<file path="src/rtl/pmc_pkg.sv">
package pmc_pkg;
  typedef enum logic [2:0] {
    PM_RESET   = 3'd0,
    PM_STANDBY = 3'd1,
    PM_REG_ON  = 3'd2,
    PM_CFG     = 3'd3,
    PM_NORMAL  = 3'd4,
    PM_REG_OFF = 3'd5
  } pmState_e;

  // strobes from the sequencer to the counters and strap registers
  typedef struct packed {
    logic cfgCount;   // strap-latch window running
    logic cfgLatch;   // capture straps, set first-power flag
    logic pdStart;    // start the host pull-down timer
  } pmStrobe_t;
endpackage

</file>
<file path="src/rtl/pmc_datapath.sv">
module pmc_datapath
  import pmc_pkg::*;
#(
  parameter int DEG_CYC = 8,
  parameter int PD_CYC  = 40,
  parameter int CFG_CYC = 12,
  parameter int RATE_W  = 2
) (
  input  logic              clk,
  input  logic              rstN,
  input  pmStrobe_t         strobe,
  input  logic              disLevel,
  input  logic              cfgMasterSel,
  input  logic              cfgClkPol,
  input  logic              cfgClkPha,
  input  logic [RATE_W-1:0] cfgRateCode,
  input  logic              cfgRateBistOk,
  output logic              disFilt,
  output logic              cfgDone,
  output logic              pdActive,
  output logic              firstDone,
  output logic              latMasterSel,
  output logic              latClkPol,
  output logic              latClkPha,
  output logic [RATE_W-1:0] latRateCode
);
  localparam int DEG_W = $clog2(DEG_CYC + 1);
  localparam int PD_W  = $clog2(PD_CYC + 1);
  localparam int CFG_W = $clog2(CFG_CYC + 1);
  localparam logic [RATE_W-1:0] SLOWEST_RATE = '0;

  logic [DEG_W-1:0] degCnt;
  logic [PD_W-1:0]  pdCnt;
  logic [CFG_W-1:0] cfgCnt;
  logic             pinNow;

  // the pin as seen on the board: external level, pulled low by our own driver
  assign pdActive = (pdCnt != '0);
  assign pinNow   = disLevel & ~pdActive;
  assign cfgDone  = strobe.cfgCount && (cfgCnt == CFG_W'(CFG_CYC - 1));

  // consecutive-cycle deglitch filter
  always_ff @(posedge clk or negedge rstN) begin
    if (!rstN) begin
      disFilt <= 1'b1;
      degCnt  <= '0;
    end else if (pinNow == disFilt) begin
      degCnt <= '0;
    end else if (degCnt == DEG_W'(DEG_CYC - 1)) begin
      disFilt <= pinNow;
      degCnt  <= '0;
    end else begin
      degCnt <= degCnt + 1'b1;
    end
  end

  // host interrupt pull-down timer
  always_ff @(posedge clk or negedge rstN) begin
    if (!rstN)               pdCnt <= '0;
    else if (strobe.pdStart) pdCnt <= PD_W'(PD_CYC);
    else if (pdActive)       pdCnt <= pdCnt - 1'b1;
  end

  // strap-latch window
  always_ff @(posedge clk or negedge rstN) begin
    if (!rstN)                                   cfgCnt <= '0;
    else if (strobe.cfgCount && !strobe.cfgLatch) cfgCnt <= cfgCnt + 1'b1;
    else                                         cfgCnt <= '0;
  end

  // one-time strap capture
  always_ff @(posedge clk or negedge rstN) begin
    if (!rstN) begin
      firstDone    <= 1'b0;
      latMasterSel <= 1'b0;
      latClkPol    <= 1'b0;
      latClkPha    <= 1'b0;
      latRateCode  <= '0;
    end else if (strobe.cfgLatch) begin
      firstDone    <= 1'b1;
      latMasterSel <= cfgMasterSel;
      latClkPol    <= cfgClkPol;
      latClkPha    <= cfgClkPha;
      latRateCode  <= cfgRateBistOk ? cfgRateCode : SLOWEST_RATE;
    end
  end
endmodule

</file>
<file path="src/rtl/pmc_ctrl.sv">
module pmc_ctrl
  import pmc_pkg::*;
(
  input  logic      clk,
  input  logic      rstN,
  input  logic      mainPgood,
  input  logic      lineWake,
  input  logic      disFilt,
  input  logic      cfgDone,
  input  logic      pdActive,
  input  logic      firstDone,
  output pmState_e  state,
  output logic      regEnable,
  output pmStrobe_t strobe
);
  pmState_e stateNext;
  logic     wakeLine, wakeLineNext;

  always_comb begin
    stateNext    = state;
    wakeLineNext = wakeLine;
    unique case (state)
      PM_RESET: stateNext = PM_STANDBY;
      PM_STANDBY: begin
        if (!firstDone) begin
          stateNext    = PM_REG_ON;
          wakeLineNext = 1'b0;
        end else if (!disFilt || lineWake) begin
          stateNext    = PM_REG_ON;
          wakeLineNext = lineWake && disFilt;
        end
      end
      PM_REG_ON:  if (mainPgood) stateNext = firstDone ? PM_NORMAL : PM_CFG;
      PM_CFG:     if (cfgDone) stateNext = PM_NORMAL;
      PM_NORMAL:  if (disFilt && !pdActive) stateNext = PM_REG_OFF;
      PM_REG_OFF: if (!mainPgood) stateNext = PM_STANDBY;
      default:    stateNext = PM_RESET;
    endcase
  end

  always_comb begin
    strobe.cfgCount = (state == PM_CFG);
    strobe.cfgLatch = (state == PM_CFG) && cfgDone;
    strobe.pdStart  = (state == PM_REG_ON) && mainPgood && firstDone && wakeLine;
  end

  assign regEnable = (state == PM_REG_ON) || (state == PM_CFG) || (state == PM_NORMAL);

  always_ff @(posedge clk or negedge rstN) begin
    if (!rstN) begin
      state    <= PM_RESET;
      wakeLine <= 1'b0;
    end else begin
      state    <= stateNext;
      wakeLine <= wakeLineNext;
    end
  end
endmodule

</file>
<file path="src/rtl/pwr_mode_ctrl.sv">
module pwr_mode_ctrl
  import pmc_pkg::*;
#(
  parameter int DEG_CYC = 8,
  parameter int PD_CYC  = 40,
  parameter int OSC_DIV = 4,
  parameter int RATE_W  = 2
) (
  input  logic              clk,
  input  logic              rstN,
  input  logic              mainPgood,
  input  logic              disLevel,
  input  logic              lineWake,
  input  logic              cfgMasterSel,
  input  logic              cfgClkPol,
  input  logic              cfgClkPha,
  input  logic [RATE_W-1:0] cfgRateCode,
  input  logic              cfgRateBistOk,
  output logic [2:0]        pmState,
  output logic              regEnable,
  output logic              latMasterSel,
  output logic              latClkPol,
  output logic              latClkPha,
  output logic [RATE_W-1:0] latRateCode,
  output logic              disPullDown
);
  localparam int CFG_CYC = 3 * OSC_DIV;

  pmStrobe_t strobe;
  pmState_e  state;
  logic      disFilt, cfgDone, pdActive, firstDone;

  pmc_ctrl ctrl_i (
    .clk(clk), .rstN(rstN), .mainPgood(mainPgood), .lineWake(lineWake),
    .disFilt(disFilt), .cfgDone(cfgDone), .pdActive(pdActive),
    .firstDone(firstDone), .state(state), .regEnable(regEnable), .strobe(strobe)
  );

  pmc_datapath #(
    .DEG_CYC(DEG_CYC), .PD_CYC(PD_CYC), .CFG_CYC(CFG_CYC), .RATE_W(RATE_W)
  ) dp_i (
    .clk(clk), .rstN(rstN), .strobe(strobe), .disLevel(disLevel),
    .cfgMasterSel(cfgMasterSel), .cfgClkPol(cfgClkPol), .cfgClkPha(cfgClkPha),
    .cfgRateCode(cfgRateCode), .cfgRateBistOk(cfgRateBistOk),
    .disFilt(disFilt), .cfgDone(cfgDone), .pdActive(pdActive),
    .firstDone(firstDone), .latMasterSel(latMasterSel), .latClkPol(latClkPol),
    .latClkPha(latClkPha), .latRateCode(latRateCode)
  );

  assign pmState     = state;
  assign disPullDown = pdActive;
endmodule

</file>
<file path="config.mk">
export PLATFORM = sky130hd
export DESIGN_NAME = pwr_mode_ctrl
export DESIGN_NICKNAME = d
export VERILOG_FILES = /design/src/rtl/pmc_pkg.sv /design/src/rtl/pmc_datapath.sv /design/src/rtl/pmc_ctrl.sv /design/src/rtl/pwr_mode_ctrl.sv
export SDC_FILE = /design/constraint.sdc
export NUM_CORES = 1
export LEC_CHECK = 0
export BUFFER_PORTS_ARGS = -buffer_cell sky130_fd_sc_hd__buf_2
export CORE_MARGIN = 2
export CORE_UTILIZATION = 30
export CTS_BUF_LIST = sky130_fd_sc_hd__clkbuf_16
export DETAILED_ROUTE_END_ITERATION = 10
export PLACE_DENSITY = 0.47
export SYNTH_ARGS = -nofsm -noshare
export SYNTH_HDL_FRONTEND = slang
export SYNTH_SLANG_ARGS = --single-unit
</file>
<file path="constraint.sdc">
create_clock -name clk -period 3.9 [get_ports clk]
set_clock_uncertainty 0.1 [all_clocks]
set_input_delay 0.39 -clock clk [delete_from_list [all_inputs] [get_ports clk]]
set_output_delay 0.39 -clock clk [all_outputs]
set_load 0.005 [all_outputs]
</file>
==> impl_metrics.py, run 1 <==
metrics = {
    "outcome": {
        "outcome": "complete, no violations",
    },
    "global_routing": {
        "grt_first_pass_wirelength_mm": 4.18,
        "vias_in_the_first_global_route": 910,
        "antenna_found_initial": 0,
        "grt_max_degree": 26,
        "grt_usage_pct": 12.0,
        "global_route.overflow_total": 0,
    },
    "setup_path": {
        "timing_worst_setup_path_type": "reg -> out",
        "timing.critical_path.from_type": "flip-flop",
        "worst_path_dominant_cell_family": "simple AND/OR/NAND/NOR gates",
        "crit_chain": "inv_1 -> ha_1 -> nor2b_1 -> nand2_1 -> buf_2",
        "cp_slowest_cell": "dfrtp_1",
        "worst-path-max-fanout": 5,
        "critPathBufInv": 2,
        "kind_of_end_point_of_the_critical_path": "primary output",
        "worstReg2RegStart": "ctrl_i.state[1]$_DFFE_PN0P_",
        "required_ps": 3410,
        "cp-startpoint": "dp_i.pdCnt[0]$_DFFE_PN0P_",
        "timing.critical_path.slowest_cell_delay_ps": 400,
        "crit_arrival_ps": 1580,
    },
    "sta": {
        "timing_max_transition_violations_final": 0,
        "worst_slack_on_hold_paths_ps": 17.2,
        "max_freq_mhz": 483,
        "timing.final.ws_setup_ps": 1830,
        "min_period_over_period_pct": 53.0,
        "unrepaired_setup_endpoints_after_global_routing": "false",
        "max_slew.worst_pin.slew_ps": 558,
        "slew-limit-headroom_pct": 62.8,
        "tns_ps": 0,
        "finalHoldViolations": 0,
        "setup_violations": 0,
        "period_minus_slack_ps": 2070,
    },
    "final_layout": {
        "antenna_cells": 0,
        "fin_nets": 158,
        "fillerInstances": 425,
        "layout-drive-gt1-share_pct": 23.2,
        "area_growth_syn_to_layout_pct": 18.6,
    },
    "drt": {
        "drt_iter0_markers": 57,
        "drt-wirelength-per-cell_um": 13.2,
        "routed_wl_mm": 2.53,
        "ant_nets": 0,
        "vias": 951,
        "drc": 0,
        "route.detailed.vias_per_inst": 4.95,
        "firstDrtPassIters": 4,
    },
    "synth": {
        "synth.most_common_cell": "dfrtp_1",
        "netlist_area_mm2": 0.00126,
        "yosys-mux-area-fraction_pct": 3.49,
        "sequential_area_share_after_synthesis_pct": 49.9,
        "synth_adder_area_share_pct": 3.98,
        "yosysTopAreaCell": "dfrtp_1",
        "yosysWarnings": 0,
        "syn-num-nets": 135,
        "synth.area.top_cells": "dfrtp_1 (48%), ha_1 (4.0%), a21oi_1 (3.6%)",
        "synth_top_cells_by_count": "dfrtp_1 (24), nor2_1 (10), a21oi_1 (9)",
        "synthesis.area_per_instance_um2": 10.5,
        "netlist-cell-type-count": 38,
        "synth-edff-count": 0,
        "synth_compound_gate_area_share_pct": 17.2,
        "asyncSetResetFlopFracSynth_pct": 100,
        "synthXorXnorAreaFrac_pct": 2.79,
        "synth-simple-area-share_pct": 20.1,
        "ys_ff_latch": 25,
        "yosysTopAreaCellShare_pct": 47.8,
        "synth_top_family_by_area": "simple AND/OR/NAND/NOR gates",
        "synth_ff_type": "dfrtp_1",
        "number_of_instances_in_the_synthesized_netlist": 120,
    },
    "clocking": {
        "clock_sink_count": 25,
        "cts_hold_repair.buffers": 0,
        "cts_tree": "yes",
        "clkSlewWorstSetupHoldPaths_ps": 60,
        "clockRootBuffer": "clkbuf_16",
        "post_cts.resized_instances": 0,
        "cts-root-to-sink-buffers": 2,
        "cts_max_level": 1,
        "post_cts_buffers": 0,
        "numCtsBuffers": 3,
        "clock_latency_ps": 260,
    },
    "placement": {
        "dpl_worst_slack_ps": 2120,
        "gp_congestion": 0.810,
        "port_buffers": 20,
        "hpwlAfterDp_mm": 1.93,
    },
    "die": {
        "die_area_mm2": 0.00472,
        "initial_core_util_pct": 31.2,
        "fp.dieH_um": 68.7,
        "chipWidth_um": 68.7,
        "ios": 21,
        "row_count": 23,
        "core_region_area_mm2": 0.00403,
    },
    "power_and_ir_drop": {
        "power.switching_w": 0.000312,
        "leakagePower_nw": 0.691,
        "pwr-share-seq_pct": 43.3,
        "intPower_w": 0.000598,
        "sw_frac_of_total_pct": 34.3,
        "power_frac_clock_pct": 24.8,
        "worst_ir_drop_on_vdd_mv": 0.303,
        "power_density_mw_per_mm2": 611,
        "pwr-share-comb_pct": 31.8,
    },
    "hold_path": {
        "holdCritPathClass": "in -> async",
    },
    "job": {
        "maxCapViolCount": 0,
    },
}
## layer usage
metal | track usage [%] | vias up | part of all wire (%)
met1 | 15.6 | 463 | 46
li1 | - | 472 | -
met5 | 0 | - | 0
met3 | 3.57 | 0 | 4.9
met2 | 20.0 | 16 | 49
met4 | 2.21 | 0 | 0
## sequential cells by signal, indices dropped and copies added, names as in the netlist
register and count:
dp_i.latClkPha 1, dp_i.latMasterSel 1, dp_i.pdCnt 6, dp_i.degCnt 4
dp_i.latClkPol 1, ctrl_i.state 3, dp_i.cfgCnt 4, dp_i.firstDone 1
dp_i.disFilt 1, ctrl_i.wakeLine 1, dp_i.latRateCode 2
## cells in the final DEF, fill, tap and decap left out, types with 2 or more instances in the layout
cell       netlist  routed
a211o_1          2       2
o21ai_0          6       6
dfrtp_1         24      24
clkbuf_16        0       3
nand2_1          6       6
nor2b_1          2       2
o31ai_1          4       4
a21oi_1          9       9
buf_2            1      20
mux2_2           3       3
ha_1             4       4
inv_1            6       6
nor2_1          10      10
xnor2_1          3       3
nand3b_1         4       4
nand2b_1         5       5
or3_4            2       2
nor3b_1          3       3
nand3_1          3       3
a211oi_1         4       4
## metrics by stage
stage | instance area [um^2] | cells | util (%) | power, W
after floorplan | 1260 | 120 | - | 0.000604
after global placement | 1410 | 188 | 35.0 | 0.000686
after detailed placement | 1410 | 188 | 35.0 | 0.000692
after CTS | 1490 | 192 | 37.0 | 0.000923
after global routing | 1490 | 192 | 37.0 | 0.000985
final | 1490 | 192 | 37.0 | 0.000910
## worst register-to-register path, cell delays in order, from the launching register on
cell,delay (ps)
dfrtp_1,550
nand3b_1,240
nor2_1,350
mux2_2,380
## kinds of logic after synthesis
group | Yosys count
AO/OA/AOI/OAI | 32
XOR/XNOR | 4
adder cells (fa/ha/maj) | 4
buffers and inverters | 8
flip-flops | 25
multiplexers | 4
AND/OR/NAND/NOR | 43
## power by group through the flow
stage	combinational, W	sequential [W]	clock, W
2_1_floorplan	0.000232	0.000372	0
3_3_place_gp	0.000292	0.000395	0
3_5_place_dp	0.000293	0.000398	0
4_1_cts	0.000296	0.000394	0.000234
5_1_grt	0.000333	0.000407	0.000244
6_report	0.000290	0.000395	0.000226
## worst paths after layout
check / end / slack (ps) / cells after the start
worst min-delay path: dp_i.cfgCnt[3]$_DFF_PN0_ / 20 / 1
worst max register to register: dp_i.latMasterSel$_DFFE_PN0P_ / 2160 / 3
max in group asynchronous: dp_i.disFilt$_DFFE_PN1P_ / 3300 / 1
worst max-delay path: disPullDown / 1830 / 5
worst min register to register: dp_i.cfgCnt[0]$_DFF_PN0_ / 360 / 1
min in group clk: dp_i.latClkPol$_DFFE_PN0P_ / 270 / 2
## layout make-up
cell class              count  area, um^2  area share (%)
well taps                  50        62.6            4.20
inverters                   6        22.5            1.51
multi-input cells          87         598            40.1
repair buffers             20         100            6.72
clock inverters             1        5.00           0.336
clock buffers               3        75.1            5.04
flip-flops and latches     25         627            42.1
Note: power is estimated with default switching activity, not from simulation.
==> run 2, diff against run 1 <==
--- a/config.mk
+++ b/config.mk
@@ -10,7 +10,7 @@
 export CORE_UTILIZATION = 30
 export CTS_BUF_LIST = sky130_fd_sc_hd__clkbuf_16
 export DETAILED_ROUTE_END_ITERATION = 10
-export PLACE_DENSITY = 0.47
+export PLACE_DENSITY = 0.49
 export SYNTH_ARGS = -nofsm -noshare
 export SYNTH_HDL_FRONTEND = slang
 export SYNTH_SLANG_ARGS = --single-unit
==> constraint.sdc (replaced) <==
create_clock -name clk -period 1.7 [get_ports clk]
set_clock_uncertainty 0.1 [all_clocks]
set_input_delay 0.17 -clock clk [delete_from_list [all_inputs] [get_ports clk]]
set_output_delay 0.17 -clock clk [all_outputs]
set_load 0.005 [all_outputs]
==> impl_metrics.py, run 2 (synthesis gave the netlist of run 1 again) <==
metrics = {
    "final_layout": {
        "largestRegisters": "dp_i.pdCnt (6), dp_i.cfgCnt (4), dp_i.degCnt (4)",
        "antenna_cells": 0,
        "largest_reg_flops": 6,
        "multi_input_area_um2": 611,
        "area_growth_syn_to_layout_pct": 25.7,
        "fin_nets": 168,
        "layout-drive-gt1-share_pct": 29.6,
        "final_common_cell": "dfrtp_1",
        "seqCellArea_um2": 627,
        "largest-register": "dp_i.pdCnt",
        "layout_common_cells": "dfrtp_1 (24), buf_2 (20), a21oi_1 (9), nor2_1 (9), buf_4 (9)",
        "stdcell_count": 202,
        "fillerInstances": 426,
    },
    "die": {
        "core_region_area_mm2": 0.00403,
        "fp.dieH_um": 68.7,
        "row_count": 23,
        "initial_core_util_pct": 31.2,
        "ios": 21,
        "chipWidth_um": 68.7,
        "die_area_mm2": 0.00472,
    },
    "global_routing": {
        "grt_first_pass_wirelength_mm": 4.44,
        "grt_usage_pct": 12.7,
        "grt_busiest_layer": "met2",
        "grt_max_degree": 26,
        "vias_in_the_first_global_route": 1005,
        "antenna_found_initial": 0,
        "grtUsageMet1_pct": 15.3,
        "global_route.overflow_total": 0,
        "globalRouteMet3Util_pct": 3.41,
        "grt.met2_usage_pct": 22.1,
    },
    "power_and_ir_drop": {
        "worst_ir_drop_on_vdd_mv": 0.677,
        "power_density_mw_per_mm2": 1410,
        "leakagePower_nw": 0.739,
    },
    "sta": {
        "setup_violations": 0,
        "period_minus_slack_ps": 1600,
        "tns_ps": 0,
        "unrepaired_setup_endpoints_after_global_routing": "false",
        "max_freq_mhz": 625,
        "timing_max_transition_violations_final": 0,
        "max_slew.worst_pin.slew_ps": 578,
        "slew-limit-headroom_pct": 61.5,
        "min_period_over_period_pct": 94.1,
        "timing.final.ws_setup_ps": 99.6,
        "finalHoldViolations": 0,
    },
    "drt": {
        "vias": 1030,
        "routed_wl_mm": 2.70,
        "firstDrtPassIters": 4,
        "drt-wirelength-per-cell_um": 13.4,
        "ant_nets": 0,
        "drc": 0,
        "route.detailed.vias_per_inst": 5.10,
        "drt_iter0_markers": 34,
    },
    "placement": {
        "port_buffers": 20,
        "dpl.cell_count": 197,
        "gp_congestion": 0.802,
        "hpwlAfterDp_mm": 2.05,
        "dpl_worst_slack_ps": 50.4,
    },
    "outcome": {
        "outcome": "complete, no violations",
    },
    "setup_path": {
        "timing.critical_path.from_type": "flip-flop",
        "kind_of_end_point_of_the_critical_path": "flip-flop",
        "worst-path-max-fanout": 6,
        "timing_worst_setup_path_type": "reg -> reg",
        "required_ps": 1780,
        "crit_arrival_ps": 1680,
    },
    "job": {
        "maxCapViolCount": 0,
    },
    "clocking": {
        "cts_max_level": 1,
        "clock_sink_count": 25,
        "cts_tree": "yes",
        "clock_latency_ps": 250,
        "numCtsBuffers": 3,
        "clockRootBuffer": "clkbuf_16",
        "clkSlewWorstSetupHoldPaths_ps": 60,
        "post_cts_buffers": 0,
        "cts-root-to-sink-buffers": 2,
    },
    "hold_path": {
        "holdCritPathClass": "in -> reg",
    },
}
==> run 2: worst paths after layout <==
path | slack, ps | depth (start not counted) | endpoint | start
setup reg to reg | 100 | 3 | dp_i.degCnt[2]$_DFF_PN0_ | dp_i.pdCnt[2]$_DFFE_PN0P_
hold / removal | 40 | 2 | dp_i.latClkPha$_DFFE_PN0P_ | cfgClkPha
hold reg to reg | 360 | 1 | dp_i.cfgCnt[0]$_DFF_PN0_ | dp_i.cfgCnt[0]$_DFF_PN0_
max in group asynchronous | 770 | 2 | dp_i.latClkPha$_DFFE_PN0P_ | rstN
setup / recovery | 100 | 3 | dp_i.degCnt[2]$_DFF_PN0_ | dp_i.pdCnt[2]$_DFFE_PN0P_
min in group asynchronous | 340 | 2 | ctrl_i.state[1]$_DFFE_PN0P_ | rstN
==> run 2: power breakdown <==
group / total, W / internal (W) / switching, W
sequential: 0.000874 / 0.000733 / 0.000141
clock: 0.000509 / 0.000314 / 0.000195
combinational: 0.000851 / 0.000436 / 0.000415
total: 0.00223 / 0.00148 / 0.000752
==> run 2: layout make-up <==
| type | instances | area share (%) |
|---|---|---|
| well taps | 50 | 3.96 |
| inverters | 6 | 1.43 |
| clock buffers | 3 | 4.75 |
| flip-flops and latches | 25 | 39.7 |
| multi-input cells | 87 | 38.7 |
| clock inverters | 1 | 0.238 |
| repair buffers | 30 | 11.3 |
==> run 2: worst max-delay path, cell delays in order (launching register included) <==
cell	delay, ps
dfrtp_1	430
or3_4	430
or3_4	410
a21oi_1	160
==> run 2: through the flow <==
step | utilization (%) | hold slack, ps | total power [W] | cell area, um^2
finish | 39.2 | 44.8 | 0.00223 | 1580
global route | 39.2 | 40.6 | 0.00242 | 1580
CTS | 38.9 | 39.6 | 0.00224 | 1570
detailed placement | 36.7 | 107 | 0.00171 | 1480
global placement | 36.7 | 100 | 0.00168 | 1480
floorplan | - | -226 | 0.00139 | 1260
==> run 2: repair_timing <==
action / CTS / global route
resized for setup: 1 / 4
pin swaps: 0 / 0
endpoints found under the setup margin: 1 / 4
hold buffers: 1 / 0
endpoints found under the hold margin: 24 / 0
gates cloned: 0 / 0
==> run 2: metal layers <==
metal / vias up / part of all wire [%]
li1: 497 / -
met1: 503 / 44
met2: 28 / 50
met3: 2 / 5.4
met4: 0 / 0.52
met5: - / 0
==> run 3, diff against run 2 <==
--- a/config.mk
+++ b/config.mk
@@ -7,10 +7,10 @@
 export LEC_CHECK = 0
 export BUFFER_PORTS_ARGS = -buffer_cell sky130_fd_sc_hd__buf_2
 export CORE_MARGIN = 2
-export CORE_UTILIZATION = 30
+export CORE_UTILIZATION = 49
 export CTS_BUF_LIST = sky130_fd_sc_hd__clkbuf_16
 export DETAILED_ROUTE_END_ITERATION = 10
-export PLACE_DENSITY = 0.49
+export PLACE_DENSITY = 0.73
 export SYNTH_ARGS = -nofsm -noshare
 export SYNTH_HDL_FRONTEND = slang
 export SYNTH_SLANG_ARGS = --single-unit
==> impl_metrics.py, run 3 (synthesis gave the netlist of run 1 again) <==
metrics = {
    "outcome": {
        "outcome": "complete, no violations",
    },
    "global_routing": {
        "grt_max_degree": 26,
        "antenna_found_initial": 0,
        "global_route.overflow_total": 0,
        "grt_first_pass_wirelength_mm": 4.24,
        "vias_in_the_first_global_route": 1011,
        "grt_usage_pct": 20.2,
    },
    "clocking": {
        "clock_sink_count": 25,
        "cts_tree": "yes",
        "cts_max_level": 1,
        "cts-root-to-sink-buffers": 2,
        "numCtsBuffers": 3,
        "clockRootBuffer": "clkbuf_16",
        "clock_latency_ps": 250,
        "post_cts_buffers": 0,
        "clkSlewWorstSetupHoldPaths_ps": 60,
    },
    "hold_path": {
        "holdCritStartpoint": "cfgMasterSel",
        "worstHoldEndpoint": "dp_i.latMasterSel$_DFFE_PN0P_",
        "worst_hold_path.num_cells": 2,
        "holdCritPathClass": "in -> reg",
    },
    "setup_path": {
        "timing_worst_setup_path_type": "reg -> out",
        "crit_chain": "inv_1 -> ha_4 -> nor2b_4 -> nand2_1 -> buf_2",
        "worst_path_dominant_cell_family": "flip-flops",
        "timing.critical_path.slowest_cell_delay_ps": 410,
        "crit_arrival_ps": 1340,
        "r2r_end": "dp_i.degCnt[3]$_DFF_PN0_",
        "timing.critical_path.from_type": "flip-flop",
        "kind_of_end_point_of_the_critical_path": "primary output",
        "required_ps": 1430,
        "worst_r2r_path_depth": 3,
        "worst-path-max-fanout": 4,
        "cp_slowest_cell": "dfrtp_1",
        "critPathBufInv": 2,
        "worstReg2RegStart": "dp_i.pdCnt[2]$_DFFE_PN0P_",
        "setup_slack_reg_to_reg_ps": 100,
    },
    "placement": {
        "hpwlAfterDp_mm": 2.01,
        "port_buffers": 20,
        "dpl.cell_count": 178,
        "placed_area_mm2": 0.00146,
        "gp_congestion": 0.788,
    },
    "final_layout": {
        "largestRegisters": "dp_i.pdCnt (6), dp_i.cfgCnt (4), dp_i.degCnt (4)",
        "largest-register": "dp_i.pdCnt",
        "layout-drive-gt1-share_pct": 29.4,
        "antenna_cells": 0,
        "fin_nets": 169,
        "layout_common_cells": "dfrtp_1 (24), buf_2 (20), buf_4 (10)",
        "post_route_cell_area_mm2": 0.00157,
        "final_common_cell": "dfrtp_1",
        "fillerInstances": 217,
        "largest_reg_flops": 6,
        "stdcell_count": 183,
        "area_growth_syn_to_layout_pct": 25.1,
    },
    "sta": {
        "slew-limit-headroom_pct": 62.5,
        "period_minus_slack_ps": 1610,
        "finalHoldViolations": 0,
        "min_period_over_period_pct": 94.9,
        "max_slew.worst_pin.slew_ps": 562,
        "max_freq_mhz": 620,
        "setup_violations": 0,
        "tns_ps": 0,
        "timing_max_transition_violations_final": 0,
        "unrepaired_setup_endpoints_after_global_routing": "false",
    },
    "die": {
        "row_count": 18,
        "initial_core_util_pct": 51.2,
        "die_area_mm2": 0.00298,
        "fp.dieH_um": 54.6,
        "ios": 21,
        "core_region_area_mm2": 0.00245,
        "chipWidth_um": 54.6,
    },
    "drt": {
        "routed_wl_mm": 2.71,
        "firstDrtPassIters": 4,
        "route.detailed.vias_per_inst": 5.64,
        "ant_nets": 0,
        "drt_iter0_markers": 22,
        "vias": 1032,
        "drc": 0,
        "drt-wirelength-per-cell_um": 14.8,
    },
    "power_and_ir_drop": {
        "power_density_mw_per_mm2": 1460,
        "leakagePower_nw": 0.747,
        "worst_ir_drop_on_vdd_mv": 1.16,
    },
    "job": {
        "maxCapViolCount": 0,
    },
}
-- run 3: changes by cell type in the layout (fill, tap and decap cells not counted), sizes merged --
cell	change
buf	+1
-- run 3: final cells by class --
type	instances	area (um^2)	share of cell area [%]
sequential	25	627	39.9
clock inverter	1	3.75	0.239
multi-input combinational	87	621	39.5
tap	30	37.5	2.39
clock buffer	3	75.1	4.78
timing repair buffer	31	185	11.8
inverter	6	22.5	1.43
-- run 3: worst max path at each step --
stage	from	depth (start not counted)	slack, ps	to
3_5_place_dp	dp_i.cfgCnt[0]$_DFF_PN0_	4	100	dp_i.latClkPha$_DFFE_PN0P_
3_3_place_gp	dp_i.pdCnt[2]$_DFFE_PN0P_	3	140	dp_i.degCnt[0]$_DFF_PN0_
6_report	dp_i.pdCnt[1]$_DFFE_PN0P_	5	90	disPullDown
4_1_cts	dp_i.pdCnt[1]$_DFFE_PN0P_	5	10	disPullDown
5_1_grt	dp_i.pdCnt[0]$_DFFE_PN0P_	5	10	disPullDown
2_1_floorplan	dp_i.cfgCnt[0]$_DFF_PN0_	4	160	dp_i.latClkPha$_DFFE_PN0P_
-- run 3: metal layers --
metal / vias up / track usage, % / part of all wire [%]
li1: 494 / - / -
met1: 513 / 24.4 / 43
met2: 21 / 33.5 / 52
met3: 4 / 4.92 / 3.8
met4: 0 / 9.58 / 1.4
met5: - / 0 / 0
-- run 3: report_power, final --
part | internal [W] | switching [W]
clock | 0.000314 | 0.000197
sequential | 0.000733 | 0.000127
combinational | 0.000462 | 0.000462
-- run 3: through the flow --
stage | power (W) | utilization [%] | setup slack (ps) | hold WS [ps]
floorplan | 0.00139 | - | 158 | -226
global placement | 0.00168 | 59.5 | 141 | 84.7
detailed placement | 0.00173 | 59.5 | 98.5 | 94.0
CTS | 0.00225 | 63.2 | 14.9 | 48.3
global route | 0.00246 | 64.0 | 11.9 | 48.7
finish | 0.00229 | 64.0 | 86.5 | 49.5
-- run 3: what timing repair did --
item | 4_1_cts | 5_1_grt
endpoints found under the setup margin | 1 | 4
hold buffers | 1 | 0
gates resized for setup | 1 | 4
hold endpoints to repair | 24 | 0
